## src/rtl/uart_rx_irq_pkg.sv

```systemverilog
package uart_rx_irq_pkg;

  localparam logic [7:0] IID_NONE = 8'hC1;
  localparam logic [7:0] IID_DATA = 8'hC4;
  localparam logic [7:0] IID_LINE = 8'hC6;

  localparam int unsigned NUM_TRIG = 4;

  // Threshold in entries for each value of the select field.
  function automatic int unsigned trig_level(input int unsigned sel);
    case (sel)
      0:       return 1;
      1:       return 4;
      2:       return 8;
      default: return 14;
    endcase
  endfunction

  // Identification code chosen from the pending conditions, line status first.
  function automatic logic [7:0] pick_iid(input logic line_p, input logic data_p);
    if (line_p)      return IID_LINE;
    else if (data_p) return IID_DATA;
    else             return IID_NONE;
  endfunction

endpackage

```

## src/rtl/rx_trig_cmp.sv

```systemverilog
module rx_trig_cmp
  import uart_rx_irq_pkg::*;
#(
  parameter int unsigned COUNT_W = 5
) (
  input  logic [COUNT_W-1:0] count,
  input  logic [1:0]         sel,
  output logic               at_level
);

  logic [NUM_TRIG-1:0] hit;

  for (genvar g = 0; g < NUM_TRIG; g++) begin : g_lvl
    assign hit[g] = 32'(count) >= trig_level(g);
  end

  assign at_level = hit[sel];

endmodule

```

## src/rtl/rx_head_err.sv

```systemverilog
module rx_head_err #(
  parameter int unsigned NUM_ERR = 3
) (
  input  logic [NUM_ERR-1:0] err_flags,
  input  logic               nonempty,
  output logic               head_bad
);

  assign head_bad = nonempty && (|err_flags);

endmodule

```

## src/rtl/rx_irq_arb.sv

```systemverilog
module rx_irq_arb
  import uart_rx_irq_pkg::*;
(
  input  logic       clk,
  input  logic       rst_n,
  input  logic       line_pend,
  input  logic       data_pend,
  output logic       irq_q,
  output logic [7:0] iid_q
);

  always_ff @(posedge clk or negedge rst_n) begin
    if (!rst_n) begin
      irq_q <= 1'b0;
      iid_q <= IID_NONE;
    end else begin
      irq_q <= line_pend | data_pend;
      iid_q <= pick_iid(line_pend, data_pend);
    end
  end

  // line status outranks data available
  a_r7_line_first: assert property (@(posedge clk) disable iff (!rst_n)
    (line_pend && data_pend) |=> (iid_q == IID_LINE && irq_q));

  // code bit 0 mirrors absence of a request
  a_r10_iid_bit0: assert property (@(posedge clk) disable iff (!rst_n)
    iid_q[0] == !irq_q);

  // nothing pending gives the idle code
  a_r4_idle_code: assert property (@(posedge clk) disable iff (!rst_n)
    (!line_pend && !data_pend) |=> (iid_q == IID_NONE));

endmodule

```

## src/rtl/rx_dready.sv

```systemverilog
module rx_dready (
  input  logic clk,
  input  logic rst_n,
  input  logic push,
  input  logic empty,
  output logic ready_q
);

  always_ff @(posedge clk or negedge rst_n) begin
    if (!rst_n)     ready_q <= 1'b0;
    else if (push)  ready_q <= 1'b1;
    else if (empty) ready_q <= 1'b0;
  end

  // a push always sets the bit
  a_r9_push_sets: assert property (@(posedge clk) disable iff (!rst_n)
    push |=> ready_q);

  // empty without push clears the bit
  a_r9_empty_clears: assert property (@(posedge clk) disable iff (!rst_n)
    (empty && !push) |=> !ready_q);

  // non-empty without push holds the bit
  a_r9_hold: assert property (@(posedge clk) disable iff (!rst_n)
    (!empty && !push) |=> $stable(ready_q));

endmodule

```

## src/rtl/uart_rx_irq_prio.sv

```systemverilog
module uart_rx_irq_prio
  import uart_rx_irq_pkg::*;
#(
  parameter int unsigned DEPTH   = 16,
  parameter int unsigned NUM_ERR = 3,
  localparam int unsigned COUNT_W = $clog2(DEPTH + 1)
) (
  input  logic               clk,
  input  logic               rst_n,
  input  logic               fifo_en,
  input  logic               rx_irq_en,
  input  logic               ls_irq_en,
  input  logic [1:0]         trig_sel,
  input  logic [COUNT_W-1:0] fifo_count,
  input  logic               head_parity_err,
  input  logic               head_frame_err,
  input  logic               head_break,
  input  logic               rx_push,
  output logic               irq,
  output logic [7:0]         iid,
  output logic               data_ready
);

  // Named internal events for the checks below.
  logic rx_enabled;
  logic fifo_empty;
  logic at_level;
  logic head_bad;
  logic line_pend;
  logic data_pend;

  assign rx_enabled = fifo_en && rx_irq_en;
  assign fifo_empty = (fifo_count == '0);

  rx_trig_cmp #(.COUNT_W(COUNT_W)) u_trig (
    .count    (fifo_count),
    .sel      (trig_sel),
    .at_level (at_level)
  );

  rx_head_err #(.NUM_ERR(NUM_ERR)) u_herr (
    .err_flags ({head_break, head_frame_err, head_parity_err}),
    .nonempty  (!fifo_empty),
    .head_bad  (head_bad)
  );

  assign line_pend = rx_enabled && ls_irq_en && head_bad;
  assign data_pend = rx_enabled && at_level;

  rx_irq_arb u_arb (
    .clk       (clk),
    .rst_n     (rst_n),
    .line_pend (line_pend),
    .data_pend (data_pend),
    .irq_q     (irq),
    .iid_q     (iid)
  );

  rx_dready u_dr (
    .clk     (clk),
    .rst_n   (rst_n),
    .push    (rx_push),
    .empty   (fifo_empty),
    .ready_q (data_ready)
  );

  // enables off means no request
  a_r2_gated_off: assert property (@(posedge clk) disable iff (!rst_n)
    !(fifo_en && rx_irq_en) |=> (!irq && iid == IID_NONE));

  // count at the selected threshold raises a request
  a_r3_level_hit: assert property (@(posedge clk) disable iff (!rst_n)
    (fifo_en && rx_irq_en && 32'(fifo_count) >= trig_level(32'(trig_sel))) |=> irq);

  // an empty FIFO never yields the line-status code
  a_r8_empty_no_line: assert property (@(posedge clk) disable iff (!rst_n)
    (fifo_count == '0) |=> (iid != IID_LINE));

  // head error with everything enabled yields the line-status code
  a_r6_line_code: assert property (@(posedge clk) disable iff (!rst_n)
    (fifo_en && rx_irq_en && ls_irq_en && fifo_count != '0 &&
     (head_parity_err || head_frame_err || head_break)) |=> (iid == IID_LINE));

endmodule

```

## config.mk

```make
export PLATFORM = sky130hd
export DESIGN_NAME = uart_rx_irq_prio
export DESIGN_NICKNAME = d
export VERILOG_FILES = /design/src/rtl/uart_rx_irq_pkg.sv /design/src/rtl/rx_trig_cmp.sv /design/src/rtl/rx_head_err.sv /design/src/rtl/rx_irq_arb.sv /design/src/rtl/rx_dready.sv /design/src/rtl/uart_rx_irq_prio.sv
export SDC_FILE = /design/constraint.sdc
export NUM_CORES = 1
export LEC_CHECK = 0
export ABC_AREA = 1
export BUFFER_PORTS_ARGS = -buffer_cell sky130_fd_sc_hd__buf_2
export CELL_PAD_IN_SITES_DETAIL_PLACEMENT = 1
export CELL_PAD_IN_SITES_GLOBAL_PLACEMENT = 2
export CORE_AREA = 2 2 44 46
export CTS_BUF_LIST = sky130_fd_sc_hd__clkbuf_4 sky130_fd_sc_hd__clkbuf_8
export DETAILED_ROUTE_END_ITERATION = 10
export DIE_AREA = 0 0 46 48
export MAX_ROUTING_LAYER = met4
export PLACE_DENSITY_LB_ADDON = 0.1
export SYNTH_ARGS = -nofsm -noshare
export SYNTH_HDL_FRONTEND = slang
export SYNTH_SLANG_ARGS = --single-unit
export TNS_END_PERCENT = 1
```

## constraint.sdc

```tcl
create_clock -name clk -period 1.5 [get_ports clk]
set_clock_uncertainty 0.15 [all_clocks]
set_input_delay 0.225 -clock clk [delete_from_list [all_inputs] [get_ports clk]]
set_output_delay 0.225 -clock clk [all_outputs]
set_load 0.005 [all_outputs]
```

Word level (Yosys, flattened, before mapping)
Cells that the tools add are included.

$lt $le $gt $ge: 5. Multiplexer cells: 6. Bitwise operators: 1. Reductions and logical operators: 9.

Operator list (count): $ge 5x4->1 const B (2); $mux 3 (2); $ge 5x1->1 const B (1); $ge 5x3->1 const B (1); $logic_and 1x1->1 (5); $logic_not 5->1 (1); $lt 2x3->1 const B (1); $mux 1 (3); $reduce_or 3->1 (1); $bmux 1 s2 (1); $reduce_bool 2->1 (1); $logic_not 1->1 (1); $or 1x1->1 (1).

Register bits: 10. Output and inout bits: 10. Bits of input ports: 16. Word-level logic and storage cells: 24.

Depth between registers and ports, before layout
Gate-level depths: netlist of run 1.

Depth after elaboration: 6. Depth in mapped cells: 7.

Hierarchy
Synthesis of run 1 repeated with hierarchy kept, for this count alone.

Cell total of the unflattened synthesis: 50. Area, all modules: 301.5 um2.

Modules (own cells, without submodules): rx_irq_arb (cells an instance 15, instances 1, sequential area each 76.3 um2, area each 143.9 um2); rx_trig_cmp (cells an instance 14, instances 1, sequential area each 0.0 um2, area each 55.1 um2); uart_rx_irq_prio (cells an instance 12, instances 1, sequential area each 0.0 um2, area each 46.3 um2); rx_dready (cells an instance 5, instances 1, sequential area each 25.0 um2, area each 40.0 um2); rx_head_err (cells an instance 4, instances 1, sequential area each 0.0 um2, area each 16.3 um2).

Worst setup path after synthesis of run 1
No wires, ideal clock.

Kind: input-to-reg. Start: in fifo_count[3]. End: reg u_arb.irq_q. Path buffers: 0. Stages: 6. Path slack: 596 ps. Setup time: 116 ps. Data required time: 1234 ps. Arrival time: 638 ps. Cell sequence: nor2_2 -> nor2_1 -> nor2_2 -> nand3_2 -> nand2_1 -> nand2_1.

Longest elaborated chain between the ends: 5.

Ends and longest elaborated chain: start, declared (RTL line uart_rx_irq_prio.sv:14) `input logic [COUNT_W-1:0] fifo_count,`; $ge 5x1->1 (tied with other cells) (RTL line rx_trig_cmp.sv:14) `assign hit[g] = 32'(count) >= trig_level(g);`; $bmux 1 s2 / $logic_not 1->1 (equally long branches) (RTL line rx_trig_cmp.sv:17, uart_rx_irq_prio.sv:43); $mux 1 (implied by the code) / $logic_and 1x1->1 (equally long branches) (RTL line rx_trig_cmp.sv:17, rx_head_err.sv:9); $logic_and 1x1->1, on equally long branches (RTL line uart_rx_irq_prio.sv:48, uart_rx_irq_prio.sv:47); $or 1x1->1 * (RTL line rx_irq_arb.sv:17) `irq_q <= line_pend | data_pend;`; end signal, assigned (RTL line rx_irq_arb.sv:17); end, declared (RTL line rx_irq_arb.sv:8) `output logic irq_q,`.

Mark *: on every way between the ends. The rest lies on a longest branch, timed or not. The select of a mux whose other input is x is not followed. A chain may end at the register's enable or synchronous reset.

Worst setup path in the final report of run 1
Start: reg u_arb.iid_q[0]. End: out iid[0].

RTL lines: start, declared (RTL line rx_irq_arb.sv:9) `output logic [7:0] iid_q`; start signal, assigned (RTL line rx_irq_arb.sv:18) `iid_q <= pick_iid(line_pend, data_pend);`; end, declared (RTL line uart_rx_irq_prio.sv:20) `output logic [7:0] iid,`.

No word-level cell between the ends.

==> impl_metrics.sql, run 1 <==
INSERT INTO impl_metrics (metric_group, metric, value, unit) VALUES
('clocking', 'numCtsBuffers', '3', ''),
('cells_and_area', 'register_area', '101', 'um^2'),
('clocking', 'postCtsResizedCells', '0', ''),
('critical_path', 'worstSetupEndpointType', 'output port', ''),
('clocking', 'ctsLongestPathBuffers', '2', ''),
('timing', 'period_minus_slack', '1210', 'ps'),
('synth', 'syn-cell-area', '293', 'um^2'),
('timing', 'report.final.hold_viol_count', '0', ''),
('route', 'starting_drt_drc_count', '1', ''),
('placed_design', 'numPortBuffers', '20', ''),
('synth', 'ys_async_sr_fraction', '100', '%'),
('floorplan', 'coreArea', '1690', 'um^2'),
('clocking', 'number_of_setup_buffers_added_after_cts', '0', ''),
('worst_hold_path', 'worstHoldPathType', 'primary input to flop', ''),
('flow_run', 'maxCapViolCount', '0', ''),
('timing', 'finalCritPeriodShare', '80.5', '%'),
('timing', 'max_freq', '0.828', 'GHz'),
('route', 'final_antenna_net_count', '0', ''),
('critical_path', 'worst_endpoint_required_time', '1120', 'ps'),
('synth', 'ys_top_cells_by_area', 'sky130_fd_sc_hd__dfrtp_1 (26%), sky130_fd_sc_hd__buf_4 (15%), sky130_fd_sc_hd__nand2_1 (12%)', ''),
('clocking', 'tritoncts', 'done', ''),
('critical_path', 'crit_path_max_incr_delay', '500', 'ps'),
('floorplan', 'initial_utilization', '17.3', '%'),
('route', 'firstDrtPassIters', '2', ''),
('critical_path', 'path_delay_family', 'flip-flops', ''),
('synth', 'synth.most_common_cell', 'sky130_fd_sc_hd__nand2_1', ''),
('pwr', 'pleak', '0.250', 'nW'),
('floorplan', 'ios', '26', ''),
('synth', 'synth_common_cells', 'sky130_fd_sc_hd__nand2_1 (9), sky130_fd_sc_hd__buf_4 (6), sky130_fd_sc_hd__inv_1 (5), sky130_fd_sc_hd__nor2_1 (4), sky130_fd_sc_hd__nor2_2 (4)', ''),
('critical_path', 'startpoint_type', 'flop', ''),
('synth', 'post_synth_inst_count', '41', ''),
('global_route', 'grt_max_degree', '5', ''),
('route', 'avgRoutedWirePerCell', '8.16', 'um'),
('synth', 'synth.avg_cell_area', '7.14', 'um^2'),
('timing', 'slew_viol_final', '0', ''),
('global_route', 'first_global_vias', '257', ''),
('clocking', 'cts_root_buffer', 'sky130_fd_sc_hd__clkbuf_4', ''),
('synth', 'number_of_flops_mapped_to_enable_cells_by_yosys', '0', ''),
('cells_and_area', 'n_fill_cell', '231', ''),
('clocking', 'clock_latency', '230', 'ps'),
('global_route', 'grt_first_pass_wirelength', '1.01', 'mm'),
('global_route', 'antenna_found_initial', '0', ''),
('critical_path', 'cp.arrival', '830', 'ps'),
('pwr', 'power_density', '821', 'nW/um^2'),
('route', 'detailed_route_via_count', '296', ''),
('floorplan', 'die_width', '46', 'um'),
('floorplan', 'placementRows', '15', ''),
('synth', 'synthDistinctLibCells', '15', ''),
('synth', 'synth_ff_type', 'sky130_fd_sc_hd__dfrtp_1', ''),
('cells_and_area', 'drive_above_1_share', '52.4', '%'),
('cells_and_area', 'finish.net_count', '80', ''),
('synth', 'yosys.area.top_type_share', '25.6', '%'),
('timing', 'setup_viol', '0', ''),
('cells_and_area', 'antennaDiodeCount', '0', ''),
('critical_path', 'worst_path_max_delay_cell', 'sky130_fd_sc_hd__dfstp_2', ''),
('route', 'vias_per_cell', '3.70', ''),
('critical_path', 'crit_path_cell_trace', 'buf_2', ''),
('run_status', 'run_status', 'finished, final reports clean', ''),
('floorplan', 'fp.dieH', '48', 'um'),
('synth', 'number_of_synthesized_register_bits', '4', ''),
('floorplan', 'die-area', '2210', 'um^2'),
('cells_and_area', 'final_core_util', '24.9', '%'),
('synth', 'synth_largest_area_cell', 'sky130_fd_sc_hd__dfrtp_1', ''),
('placed_design', 'gpl.final_weighted_congestion', '0.638', ''),
('route', 'route.detailed.drc', '0', ''),
('synth', 'total_number_of_yosys_warnings', '0', ''),
('placed_design', 'half_perimeter_wire_length_after_detailed_placement', '593', 'um'),
('cells_and_area', 'multiInputGateArea', '135', 'um^2'),
('clocking', 'clkSlewWorstSetupHoldPaths', '40', 'ps'),
('route', 'route.final.wire_length', '653', 'um'),
('critical_path', 'cp.buffers_inverters', '1', ''),
('pwr', 'ir_worst_vdd', '0.183', 'mV'),
('synth', 'synth-seq-area-share', '34.6', '%'),
('timing', 'final.setup.tns', '0', 'ps'),
('cells_and_area', 'syn2layout_area_growth', '43.6', '%'),
('global_route', 'grt_overflow', '0', ''),
('clocking', 'htree_num_levels', '1', ''),
('timing', 'rsz0062_at_grt', 'no', ''),
('clocking', 'clock_sink_count', '4', ''),
('global_route', 'grt.total_usage', '6.90', '%'),
('critical_path', 'critical_path.max_fanout', '1', ''),
('critical_path', 'worstSetupPathType', 'flop to output port', '');
[layer usage]
metal  wire, um  track usage, %  vias to the layer above
met5          0               -                        -
met4          0            6.86                        0
met3         57            1.13                        0
met2        312            10.0                       16
met1        283            7.85                      128
li1           -               -                      152
[repair_timing]
item / CTS / global route
endpoints found under the hold margin: 4 / 0
hold buffers: 1 / 0
endpoints found under the setup margin: 0 / 0
[report_power, final]
part | switching, mW | leakage [nW] | internal [mW]
Clock | 0.0446 | 0.0184 | 0.118
Sequential | 0.00190 | 0.0457 | 0.116
Combinational | 0.0331 | 0.186 | 0.0315
[registers in the layout (all words and copies together) (netlist names)]
register and flops:
u_arb.iid_q 2, u_arb.irq_q 1, u_dr.ready_q 1
[worst paths after layout]
path                                 from        endpoint  slack (ps)  cells past startpoint
setup / recovery           u_arb.iid_q[0]          iid[0]         290                      1
hold / removal                    rx_push    u_dr.ready_q          50                      2
setup reg to reg             u_dr.ready_q    u_dr.ready_q         760                      2
max in group asynchronous           rst_n  u_arb.iid_q[0]         800                      2
hold reg to reg              u_dr.ready_q    u_dr.ready_q         370                      2
min in group asynchronous           rst_n     u_arb.irq_q         190                      2
[layout by cell type, fill, tap and decap left out]
master / instances
sky130_fd_sc_hd__a21oi_2: 1
sky130_fd_sc_hd__buf_2: 20
sky130_fd_sc_hd__clkbuf_4: 4
sky130_fd_sc_hd__conb_1: 5
sky130_fd_sc_hd__dfrtp_1: 3
sky130_fd_sc_hd__dfstp_2: 1
sky130_fd_sc_hd__dlygate4sd3_1: 1
sky130_fd_sc_hd__inv_1: 5
sky130_fd_sc_hd__inv_2: 1
sky130_fd_sc_hd__nand2_1: 9
sky130_fd_sc_hd__nand2_2: 1
sky130_fd_sc_hd__nand3_1: 1
sky130_fd_sc_hd__nand3_2: 1
sky130_fd_sc_hd__nor2_1: 4
sky130_fd_sc_hd__nor2_2: 4
sky130_fd_sc_hd__o21ai_0: 1
sky130_fd_sc_hd__o21bai_1: 1
[per-stage QoR]
stage / area (um^2) / instances / hold slack (ps) / total power, mW / setup slack (ps)
final: 420 / 80 / 49.4 / 0.345 / 292
after global routing: 420 / 80 / 37.6 / 0.372 / 261
after global placement: 380 / 75 / -116 / 0.184 / 400
after floorplan: 304 / 44 / -221 / 0.159 / 596
after CTS: 420 / 80 / 44.5 / 0.356 / 276
after detailed placement: 380 / 75 / -116 / 0.183 / 404
[kinds of logic (layout without fill, tap and decap cells)]
group | Yosys count | count (layout) | synth area share [%]
AND/OR/NAND/NOR | 20 | 20 | 32.5
flip-flops | 4 | 4 | 34.6
AO/OA/AOI/OAI | 3 | 3 | 7.26
other | 2 | 5 | 2.57
buffers and inverters | 12 | 31 | 23.1
[area by class of cell]
| cell class | instances | area share (%) |
|---|---|---|
| multi-input combinational | 28 | 32.1 |
| timing repair buffer | 21 | 26.2 |
| sequential | 4 | 24.1 |
| clock buffer | 4 | 7.14 |
| inverter | 6 | 5.36 |
| tap | 17 | 5.06 |
No activity file was read; power rests on OpenSTA's default activity.
==> inputs of run 2 (changes only) <==
- ABC_AREA: 1 -> 0
- CORE_AREA: 2 2 44 46 -> 2 2 43 45
- DIE_AREA: 0 0 46 48 -> 0 0 45 47
- clock period: 1.5 -> 1.3 ns (I/O delays scaled with it)
==> impl_metrics.sql, run 2 <==
INSERT INTO impl_metrics (metric_group, metric, value, unit) VALUES
('pwr', 'total_power', '399', 'uW'),
('floorplan', 'die-area', '2120', 'um^2'),
('cells_and_area', 'largest_register_by_flop_count', 'u_arb.iid_q', ''),
('route', 'detailed_route_via_count', '272', ''),
('route', 'route.detailed.drc', '0', ''),
('synth', 'number_of_synthesized_register_bits', '4', ''),
('pwr', 'power.share.combinational', '18.6', '%'),
('timing', 'report.final.hold_viol_count', '0', ''),
('clocking', 'htree_num_levels', '1', ''),
('critical_path', 'cp.buffers_inverters', '1', ''),
('clocking', 'clkSlewWorstSetupHoldPaths', '40', 'ps'),
('floorplan', 'placementRows', '15', ''),
('timing', 'setup_viol', '0', ''),
('clocking', 'tritoncts', 'done', ''),
('critical_path', 'crit-reg2reg-capture', 'u_dr.ready_q', ''),
('synth', 'yosys.area.top_type_share', '28.2', '%'),
('synth', 'syn-cell-area', '267', 'um^2'),
('critical_path', 'worstSetupPathType', 'flop to output port', ''),
('critical_path', 'crit_path_cell_trace', 'buf_2', ''),
('placed_design', 'placed_cells', '65', ''),
('synth', 'ys_top_cells_by_area', 'sky130_fd_sc_hd__dfrtp_1 (28%), sky130_fd_sc_hd__buf_4 (17%), sky130_fd_sc_hd__dfstp_2 (9.9%)', ''),
('placed_design', 'placement.setup.worst_slack', '-94.8', 'ps'),
('pwr', 'switchingPower', '87.2', 'uW'),
('cells_and_area', 'n_fill_cell', '209', ''),
('timing', 'finalCritPeriodShare', '91.2', '%'),
('timing', 'fin_ws', '114', 'ps'),
('critical_path', 'worst_path_max_delay_cell', 'sky130_fd_sc_hd__dfstp_2', ''),
('synth', 'synth_ff_type', 'sky130_fd_sc_hd__dfrtp_1', ''),
('clocking', 'cts_root_buffer', 'sky130_fd_sc_hd__clkbuf_4', ''),
('pwr', 'ir_worst_vdd', '0.263', 'mV'),
('synth', 'synth_common_cells', 'sky130_fd_sc_hd__buf_4 (6), sky130_fd_sc_hd__a21oi_1 (3), sky130_fd_sc_hd__dfrtp_1 (3), sky130_fd_sc_hd__nand2_1 (3)', ''),
('route', 'route.final.wire_length', '701', 'um'),
('synth', 'synth_largest_area_cell', 'sky130_fd_sc_hd__dfrtp_1', ''),
('critical_path', 'cp.arrival', '840', 'ps'),
('synth', 'total_number_of_yosys_warnings', '0', ''),
('route', 'firstDrtPassIters', '3', ''),
('clocking', 'ctsLongestPathBuffers', '2', ''),
('global_route', 'grt.total_usage', '7.51', '%'),
('global_route', 'antenna_found_initial', '0', ''),
('synth', 'synth.avg_cell_area', '9.19', 'um^2'),
('timing', 'slew_viol_final', '0', ''),
('floorplan', 'fp.dieH', '47', 'um'),
('flow_run', 'maxCapViolCount', '0', ''),
('global_route', 'grt_first_pass_wirelength', '1.10', 'mm'),
('route', 'avgRoutedWirePerCell', '9.87', 'um'),
('cells_and_area', 'finalInstanceArea', '419', 'um^2'),
('synth', 'post_synth_inst_count', '29', ''),
('placed_design', 'gpl.final_weighted_congestion', '0.589', ''),
('critical_path', 'crit_cells', '1', ''),
('pwr', 'pwr-share-seq', '34.5', '%'),
('cells_and_area', 'drive_above_1_share', '55.6', '%'),
('placed_design', 'numPortBuffers', '20', ''),
('critical_path', 'worstRegToRegCells', '1', ''),
('synth', 'ys_async_sr_fraction', '100', '%'),
('cells_and_area', 'most_frequent_standard_cell_in_the_layout_excluding_fill_and_tap_cells', 'sky130_fd_sc_hd__buf_2', ''),
('synth', 'synth.most_common_cell', 'sky130_fd_sc_hd__buf_4', ''),
('cells_and_area', 'antennaDiodeCount', '0', ''),
('global_route', 'grt_max_degree', '5', ''),
('timing', 'final.setup.tns', '0', 'ps'),
('critical_path', 'reg2reg_setup_slack', '490', 'ps'),
('cells_and_area', 'final_core_util', '25.4', '%'),
('cells_and_area', 'mostFrequentLayoutCells', 'sky130_fd_sc_hd__buf_2 (20), sky130_fd_sc_hd__conb_1 (5), sky130_fd_sc_hd__clkbuf_4 (4)', ''),
('timing', 'hold-worst-slack', '161', 'ps'),
('global_route', 'grt_overflow', '0', ''),
('pwr', 'share_of_total_power_consumed_by_net_switching', '21.8', '%'),
('floorplan', 'die_width', '45', 'um'),
('pwr', 'clockPowerShare', '46.8', '%'),
('pwr', 'pleak', '0.218', 'nW'),
('route', 'final_antenna_net_count', '0', ''),
('cells_and_area', 'largest_reg_flops', '2', ''),
('timing', 'max_freq', '0.843', 'GHz'),
('clocking', 'clock_sink_count', '4', ''),
('critical_path', 'critical_path.max_fanout', '1', ''),
('floorplan', 'coreArea', '1650', 'um^2'),
('global_route', 'first_global_vias', '277', ''),
('cells_and_area', 'finish.net_count', '71', ''),
('critical_path', 'startpoint_type', 'flop', ''),
('cells_and_area', 'syn2layout_area_growth', '57.3', '%'),
('timing', 'rsz0062_at_grt', 'no', ''),
('critical_path', 'path_delay_family', 'flip-flops', ''),
('critical_path', 'worst_endpoint_required_time', '950', 'ps'),
('critical_path', 'r2r-start', 'u_dr.ready_q', ''),
('clocking', 'clock_latency', '230', 'ps'),
('pwr', 'power_density', '952', 'nW/um^2'),
('critical_path', 'worstSetupEndpointType', 'output port', ''),
('floorplan', 'ios', '26', ''),
('worst_hold_path', 'worstHoldPathType', 'primary input to asynchronous set/reset pin', ''),
('route', 'vias_per_cell', '3.83', ''),
('cells_and_area', 'layoutNonFillerInstCount', '71', ''),
('run_status', 'run_status', 'finished, final reports clean', ''),
('placed_design', 'half_perimeter_wire_length_after_detailed_placement', '640', 'um'),
('critical_path', 'crit_path_max_incr_delay', '510', 'ps'),
('synth', 'number_of_flops_mapped_to_enable_cells_by_yosys', '0', ''),
('floorplan', 'initial_utilization', '16.1', '%'),
('cells_and_area', 'layout_top_registers', 'u_arb.iid_q x2, u_arb.irq_q x1, u_dr.ready_q x1', ''),
('pwr', 'cell_internal_pwr', '312', 'uW'),
('timing', 'period_minus_slack', '1190', 'ps'),
('route', 'starting_drt_drc_count', '2', ''),
('clocking', 'postCtsResizedCells', '0', ''),
('placed_design', 'placed_area', '369', 'um^2'),
('synth', 'synth-seq-area-share', '38.0', '%'),
('clocking', 'number_of_setup_buffers_added_after_cts', '0', ''),
('clocking', 'numCtsBuffers', '3', ''),
('synth', 'synthDistinctLibCells', '16', ''),
('clocking', 'cts_hold_buf', '2', '');
-- run 2: cell types whose count changed after synthesis, sizes merged, moves of 2 or more --
cell   delta
nand2     -7
inv       -6
nor2      -6
a21oi     +2
nand3     -2
nor3      +2
-- run 2: kinds of logic (layout without fill, tap and decap cells) --
logic type,count (synthesis),after routing,share of synthesized area (%)
flops,4,4,38.0
simple gates,11,11,22.5
compound gates,6,6,19.7
buf+inv,6,28,16.9
other cells,2,5,2.82
-- run 2: metal layers --
| layer | part of all wire, % | GRT usage, % | routed length, um | vias to the layer above |
|---|---|---|---|---|
| li1 | - | - | - | 137 |
| met1 | 38 | 7.18 | 267 | 118 |
| met2 | 52 | 13.7 | 363 | 17 |
| met3 | 10 | 1.15 | 71 | 0 |
| met4 | 0 | 5.29 | 0 | 0 |
| met5 | 0 | - | 0 | - |
-- run 2: layout make-up --
cell class | count | area [um^2] | share of cell area [%]
Sequential cell | 4 | 101 | 24.2
Timing Repair Buffer | 24 | 135 | 32.2
Tap cell | 17 | 21.3 | 5.07
Multi-Input combinational cell | 22 | 131 | 31.3
Clock buffer | 4 | 30.0 | 7.16
-- run 2: how the worst max path moves through the flow --
stage	startpoint	end	slack, ps
floorplan	fifo_count[1]	u_arb.irq_q	110
global placement	fifo_count[1]	u_arb.irq_q	-70
detailed placement	fifo_count[1]	u_arb.irq_q	-90
CTS	u_arb.iid_q[0]	iid[0]	100
global route	u_arb.iid_q[0]	iid[0]	80
finish	u_arb.iid_q[0]	iid[0]	110
-- run 2: power groups by stage --
stage | combinational [mW] | clock (mW) | sequential, mW
after floorplan | 0.0376 | 0 | 0.141
after global placement | 0.0688 | 0 | 0.139
after detailed placement | 0.0710 | 0 | 0.140
after CTS | 0.0759 | 0.196 | 0.138
after global routing | 0.0841 | 0.212 | 0.139
final | 0.0743 | 0.187 | 0.138
